$ cat src/rtl/pio_pkg.sv
`timescale 1ns/1ps
// Shared address map and trigger encoding for the I/O port.
package pio_pkg;
    localparam int unsigned A_DIN      = 0;
    localparam int unsigned A_DOUT     = 1;
    localparam int unsigned A_OE_SET   = 2;
    localparam int unsigned A_OE_CLR   = 3;
    localparam int unsigned A_IE_SET   = 4;
    localparam int unsigned A_IE_CLR   = 5;
    localparam int unsigned A_TYP_SET  = 6;
    localparam int unsigned A_TYP_CLR  = 7;
    localparam int unsigned A_POL_SET  = 8;
    localparam int unsigned A_POL_CLR  = 9;
    localparam int unsigned A_PEND     = 10;

    // {type, polarity}
    typedef enum logic [1:0] {
        TRIG_LOW  = 2'b00,
        TRIG_HIGH = 2'b01,
        TRIG_FALL = 2'b10,
        TRIG_RISE = 2'b11
    } trig_e;
endpackage

$ cat src/rtl/pio_sync.sv
`timescale 1ns/1ps
// Two-flop synchronizer plus a history stage for edge detection.
// Assumes pin_in is asynchronous; cur is the settled sample and prev
// the sample one cycle older.
module pio_sync #(
    parameter int WIDTH = 16
) (
    input  logic             clk,
    input  logic             rst_n,
    input  logic [WIDTH-1:0] pin_in,
    output logic [WIDTH-1:0] cur,
    output logic [WIDTH-1:0] prev
);
    logic [WIDTH-1:0] meta_q, cur_q, prev_q;

    // Shift pin samples through the three stages.
    always_ff @(posedge clk) begin
        if (!rst_n) begin
            meta_q <= '0;
            cur_q  <= '0;
            prev_q <= '0;
        end else begin
            meta_q <= pin_in;
            cur_q  <= meta_q;
            prev_q <= cur_q;
        end
    end

    assign cur  = cur_q;
    assign prev = prev_q;
endmodule

$ cat src/rtl/pio_trig.sv
`timescale 1ns/1ps
// Per-pin trigger condition: level or edge, picked by type and polarity.
// Purely combinational; assumes cur/prev come from the synchronizer.
module pio_trig #(
    parameter int WIDTH = 16
) (
    input  logic [WIDTH-1:0] cur,
    input  logic [WIDTH-1:0] prev,
    input  logic [WIDTH-1:0] typ,
    input  logic [WIDTH-1:0] pol,
    output logic [WIDTH-1:0] hit
);
    import pio_pkg::*;

    for (genvar i = 0; i < WIDTH; i++) begin : g_bit
        trig_e mode;
        assign mode = trig_e'({typ[i], pol[i]});
        // Evaluate this pin's condition for its selected mode.
        always_comb begin
            unique case (mode)
                TRIG_LOW:  hit[i] = ~cur[i];
                TRIG_HIGH: hit[i] =  cur[i];
                TRIG_FALL: hit[i] = ~cur[i] &  prev[i];
                TRIG_RISE: hit[i] =  cur[i] & ~prev[i];
                default:   hit[i] = 1'b0;
            endcase
        end
    end
endmodule

$ cat src/rtl/pio_regs.sv
`timescale 1ns/1ps
// Register file: set/clear control words, masked output byte windows,
// pending status with write-1-to-clear, and read mux.
// Assumes WIDTH is a multiple of 8 and ADDR_W >= 9 + clog2 of lanes.
module pio_regs #(
    parameter int WIDTH  = 16,
    parameter int ADDR_W = 10
) (
    input  logic              clk,
    input  logic              rst_n,
    input  logic              wr_en,
    input  logic [ADDR_W-1:0] addr,
    input  logic [WIDTH-1:0]  wr_data,
    input  logic [WIDTH-1:0]  din,
    input  logic [WIDTH-1:0]  hit,
    output logic [WIDTH-1:0]  rd_data,
    output logic [WIDTH-1:0]  dout,
    output logic [WIDTH-1:0]  oe,
    output logic [WIDTH-1:0]  ie,
    output logic [WIDTH-1:0]  typ,
    output logic [WIDTH-1:0]  pol,
    output logic [WIDTH-1:0]  pend
);
    import pio_pkg::*;

    localparam int LANES = WIDTH / 8;
    localparam int PAGE_W = ADDR_W - 8;

    logic [WIDTH-1:0] dout_nxt;
    logic [PAGE_W-1:0] page;
    logic             in_regs;

    assign page    = addr[ADDR_W-1:8];
    assign in_regs = (page == '0);

    function automatic logic at(input logic [ADDR_W-1:0] a, input int unsigned r);
        return a == ADDR_W'(r);
    endfunction

    // Merge masked window writes into the next output word.
    always_comb begin
        dout_nxt = dout;
        for (int l = 0; l < LANES; l++) begin
            if (wr_en && page == PAGE_W'(l + 1)) begin
                for (int b = 0; b < 8; b++) begin
                    if (addr[b]) dout_nxt[l*8+b] = wr_data[l*8+b];
                end
            end
        end
    end

    // Update control words, output data and pending status.
    always_ff @(posedge clk) begin
        if (!rst_n) begin
            dout <= '0;
            oe   <= '0;
            ie   <= '0;
            typ  <= '0;
            pol  <= '0;
            pend <= '0;
        end else begin
            dout <= dout_nxt;
            if (wr_en && at(addr, A_OE_SET))  oe  <= oe  |  wr_data;
            if (wr_en && at(addr, A_OE_CLR))  oe  <= oe  & ~wr_data;
            if (wr_en && at(addr, A_IE_SET))  ie  <= ie  |  wr_data;
            if (wr_en && at(addr, A_IE_CLR))  ie  <= ie  & ~wr_data;
            if (wr_en && at(addr, A_TYP_SET)) typ <= typ |  wr_data;
            if (wr_en && at(addr, A_TYP_CLR)) typ <= typ & ~wr_data;
            if (wr_en && at(addr, A_POL_SET)) pol <= pol |  wr_data;
            if (wr_en && at(addr, A_POL_CLR)) pol <= pol & ~wr_data;
            pend <= (pend | hit) & ~((wr_en && at(addr, A_PEND)) ? wr_data : '0);
        end
    end

    // Select read data for the current address.
    always_comb begin
        rd_data = '0;
        if (!in_regs) begin
            rd_data = dout;
        end else begin
            unique case (addr[7:0])
                8'(A_DIN):                  rd_data = din;
                8'(A_DOUT):                 rd_data = dout;
                8'(A_OE_SET), 8'(A_OE_CLR): rd_data = oe;
                8'(A_IE_SET), 8'(A_IE_CLR): rd_data = ie;
                8'(A_TYP_SET),8'(A_TYP_CLR):rd_data = typ;
                8'(A_POL_SET),8'(A_POL_CLR):rd_data = pol;
                8'(A_PEND):                 rd_data = pend;
                default:                    rd_data = '0;
            endcase
        end
    end
endmodule

$ cat src/rtl/pio_port.sv
`timescale 1ns/1ps
// I/O port top: synchronizer, trigger logic and register file, with a
// combined interrupt. Assumes a synchronous register bus (one write per
// cycle, combinational read).
module pio_port #(
    parameter int WIDTH  = 16,
    parameter int ADDR_W = 10
) (
    input  logic              clk,
    input  logic              rst_n,
    input  logic              wr_en,
    input  logic [ADDR_W-1:0] addr,
    input  logic [WIDTH-1:0]  wr_data,
    output logic [WIDTH-1:0]  rd_data,
    input  logic [WIDTH-1:0]  pin_in,
    output logic [WIDTH-1:0]  pin_out,
    output logic [WIDTH-1:0]  pin_oe,
    output logic              irq
);
    logic [WIDTH-1:0] cur_s, prev_s, hit_s;
    logic [WIDTH-1:0] dout_q, oe_q, ie_q, typ_q, pol_q, pend_q;

    pio_sync #(.WIDTH(WIDTH)) u_sync (
        .clk(clk), .rst_n(rst_n), .pin_in(pin_in), .cur(cur_s), .prev(prev_s)
    );

    pio_trig #(.WIDTH(WIDTH)) u_trig (
        .cur(cur_s), .prev(prev_s), .typ(typ_q), .pol(pol_q), .hit(hit_s)
    );

    pio_regs #(.WIDTH(WIDTH), .ADDR_W(ADDR_W)) u_regs (
        .clk(clk), .rst_n(rst_n), .wr_en(wr_en), .addr(addr),
        .wr_data(wr_data), .din(cur_s), .hit(hit_s), .rd_data(rd_data),
        .dout(dout_q), .oe(oe_q), .ie(ie_q), .typ(typ_q), .pol(pol_q),
        .pend(pend_q)
    );

    assign pin_out = dout_q;
    assign pin_oe  = oe_q;
    // Raise the interrupt when any enabled pin is pending.
    assign irq     = |(pend_q & ie_q);
endmodule

$ cat config.mk
export PLATFORM = sky130hd
export DESIGN_NAME = pio_port
export DESIGN_NICKNAME = d
export VERILOG_FILES = /design/src/rtl/pio_pkg.sv /design/src/rtl/pio_sync.sv /design/src/rtl/pio_trig.sv /design/src/rtl/pio_regs.sv /design/src/rtl/pio_port.sv
export SDC_FILE = /design/constraint.sdc
export NUM_CORES = 1
export LEC_CHECK = 0
export BUFFER_PORTS_ARGS = -buffer_cell sky130_fd_sc_hd__buf_2
export CORE_MARGIN = 4
export CORE_UTILIZATION = 38
export DETAILED_ROUTE_END_ITERATION = 7
export GPL_TIMING_DRIVEN = 0
export SKIP_LAST_GASP = 1
export SLEW_MARGIN = 5
export SYNTH_ARGS = -nofsm -noshare
export SYNTH_HDL_FRONTEND = slang
export SYNTH_HIERARCHICAL = 1
export SYNTH_SLANG_ARGS = --single-unit
export TNS_END_PERCENT = 50
$ cat constraint.sdc
create_clock -name clk -period 6.4 [get_ports clk]
set_input_delay 1.28 -clock clk [delete_from_list [all_inputs] [get_ports clk]]
set_output_delay 1.28 -clock clk [all_outputs]
set_load 0.03 [all_outputs]
==> results by group <==
Status
  – Status: completed

GRT
  – First-pass GRT wire length: 35400 um
  – Largest net degree at the start of global routing: 17
  – GRT Util Overall: 0.234
  – Grt total ovfl: 0
  – Initial antenna violation count: 0
  – Number of global-route vias before repair: 5817

Detailed routing
  – Met3 WL: 2370 um
  – Via count: 6269
  – Max Used Layer: met4
  – Pre-antenna DRT Iters: 6
  – DRC Markers: 0
  – Met2 wire length: 10100 um
  – First DRT Iteration DRCs: between 700 and 800
  – Vias per std cell: 5.85
  – Routed WL: 23400 um
  – Post-route ant nets: 0
  – DR WL/cell: 21.8 um
  – Routed length on met1: slightly above 10000 um

Layout
  – Share of post-route cells with drive strength above 1: 0.217
  – Area growth syn-to-layout: 18.4%
  – Commonest non-fill, non-tap cell in the layout: dfxtp_1
  – Number of diodes: 0
  – Final core occ: 0.458
  – Layout fillers: roughly 1700
  – Commonest non-fill, non-tap cells in the layout: 144 x dfxtp_1, 108 x a21oi_1, 82 x buf_2
  – Nets: 878

Floorplanning
  – DIE WIDTH: 141 um
  – Full die area: 19700 um^2
  – Core box area: 17200 um^2
  – Initial Utilization: 0.387
  – Die height: between 100 and 150 um
  – IO Pins: 94
  – Row count: 48

STA
  – Final setup viols: 0
  – FMAX: 0.205 GHz
  – RSZ-0062 raised after global routing: false
  – Hold Violations, Final: 0
  – Crit share post-route: 0.762
  – Worst slew pin tran: between 0.8 and 0.9 ns
  – Final Critical Period: a little under 5 ns
  – Slew margin rel.: 0.432
  – Hold_ws: 0.429 ns
  – Max-slew violations: 0
  – Clock skew: 0.0108 ns
  – Post-route setup TNS: 0 ns

Clock network
  – Clock Tree Buf Depth: 2
  – CTS tree: yes
  – Num CTS Buffers: 17
  – Clk pin slew, worst setup/hold paths: ~0.06 ns
  – # clock sinks: 144
  – Root buf cell: clkbuf_16
  – CTS H-tree depth: 4
  – Post-CTS Resized: 0
  – Clk_lat worst skew: roughly 0.42 ns
  – CTS Hold Bufs: 0
  – Number of setup buffers added after CTS: 0

Critical path
  – CP Data Arrival Time: 3.60 ns
  – Crit path max fanout: 10
  – Worst Path Required: 5.12 ns
  – Kind of critical path: in2out
  – CP Launch Type: input port
  – CP endpoint kind: primary output

Place
  – GP Congestion: 1.01
  – HPWL Detailed: between 15000 and 20000 um
  – IO buf count: 76

Synthesis
  – Post-synth EDFFs: 0
  – Register area share after synthesis: 0.432
  – Syn. warnings: 6
  – Ys async rst share: 0
  – Syn Nets: 783
  – Cells after synthesis: 738
  – Yosys reg bits: 144
  – Mapped cell area: 6670 um^2
  – Mapped Avg Cell Area: 9.04 um^2
  – Post-synth cell types: 49
  – Ys flop type: dfxtp_1

Flow run
  – Max Cap Viol: 0

Power
  – Cell-internal power: roughly 1500 uW
  – Worst vdd ir: between 0.15 and 0.2 mV
  – Proportion of power drawn by the clock network: 0.465
  – Leak Pwr: 0.00293 uW
  – PwrDens: 257 nW/um^2
  – Logic pwr share: 0.074
  – Sw Ratio: 0.251
  – Sw power: between 500 and 600 uW
  – Sequential share of power: 0.461

Min path
  – Hold Path Class: reg2reg
path summary, 6_finish.rpt:
| kind | slack [ns] | depth (start not counted) | start | to |
|---|---|---|---|---|
| setup / recovery | 1.52 | 7 | addr[1] | rd_data[12] |
| hold / removal | 0.43 | 1 | u_sync/meta_q[4] | u_sync/cur[4] |
| setup reg to reg | 5.28 | 4 | register | u_regs/pend[3] |
| hold reg to reg | 0.43 | 1 | u_sync/meta_q[4] | u_sync/cur[4] |
critical path, stage by stage:
cell and delay (ns):
clkbuf_1 0.40, buf_1 0.60, clkbuf_1 0.51, a21oi_1 0.10, a221oi_1 0.32, o211ai_1 0.16, buf_2 0.22
metrics by stage:
| stage | cell area [um^2] | std cells | worst slack (ns) | total power (uW) |
|---|---|---|---|---|
| finish | 7900 | 1071 | 1.52 | 2030 |
| global route | 7900 | 1071 | 1.47 | 2090 |
| CTS | 7900 | 1071 | 1.63 | 2040 |
| detailed placement | 7330 | 1039 | 1.63 | 1100 |
| global placement | 7330 | 1039 | 1.64 | 1100 |
| floorplan | 6670 | 738 | 1.96 | 1040 |
cell type report:
| class | instances | area [um^2] | share of cell area |
|---|---|---|---|
| plain buffers | 73 | 443 | 0.0561 |
| clock buffers | 20 | 457 | 0.0578 |
| clock inverters | 12 | 109 | 0.0138 |
| inverters | 4 | 15.0 | 0.00190 |
| multi-input cells | 517 | 3330 | 0.422 |
| flip-flops and latches | 144 | 2880 | 0.365 |
| well taps | 225 | 282 | 0.0356 |
| repair buffers | 76 | 380 | 0.0481 |
cell families (layout without fill, tap and decap cells):
kind of cell           Yosys count  count (layout)  synth area share
AO/OA/AOI/OAI                  291             291             0.300
AND/OR/NAND/NOR                209             209             0.174
flip-flops                     144             144             0.432
buffers and inverters           77             185            0.0686
multiplexers                    17              17            0.0255
layer usage:
metal	vias to the layer above	GRT usage
met1	2910	0.323
met2	341	0.349
met4	0	0.0938
met5	-	0
met3	57	0.0608
li1	2961	-
power groups by stage:
stage | Combinational [uW] | Sequential [uW] | Clock [uW]
after floorplan | 90.4 | 951 | 0
after CTS | 148 | 937 | 959
after global routing | 160 | 940 | 995
after global placement | 146 | 956 | 0
final | 150 | 938 | 944
after detailed placement | 147 | 957 | 0
synth_stat cells, types with 3 or more instances:
cell / instances / area [um^2]
a31oi_1: 3 / 18.8
nand2b_1: 17 / 106
nor3_1: 9 / 45.0
a211oi_2: 10 / 125
a22o_1: 22 / 193
and2_1: 27 / 169
o21ai_0: 34 / 170
a221oi_2: 4 / 60.1
and3_1: 12 / 75.1
nand3_1: 22 / 110
a21oi_1: 108 / 541
dfxtp_1: 144 / 2880
and2_2: 21 / 158
buf_6: 16 / 180
nand2_1: 53 / 199
clkbuf_1: 34 / 128
buf_4: 7 / 52.6
nor2_1: 27 / 101
clkbuf_2: 3 / 15.0
a21boi_1: 16 / 120
a211oi_1: 6 / 45.0
a221oi_1: 12 / 105
buf_1: 6 / 22.5
mux2i_1: 17 / 170
buf_2: 6 / 30.0
nor4_1: 3 / 18.8
a22oi_1: 15 / 113
o211ai_1: 3 / 22.5
a311oi_1: 48 / 420
o22ai_1: 7 / 43.8
Power figures use the tool's default switching activity.
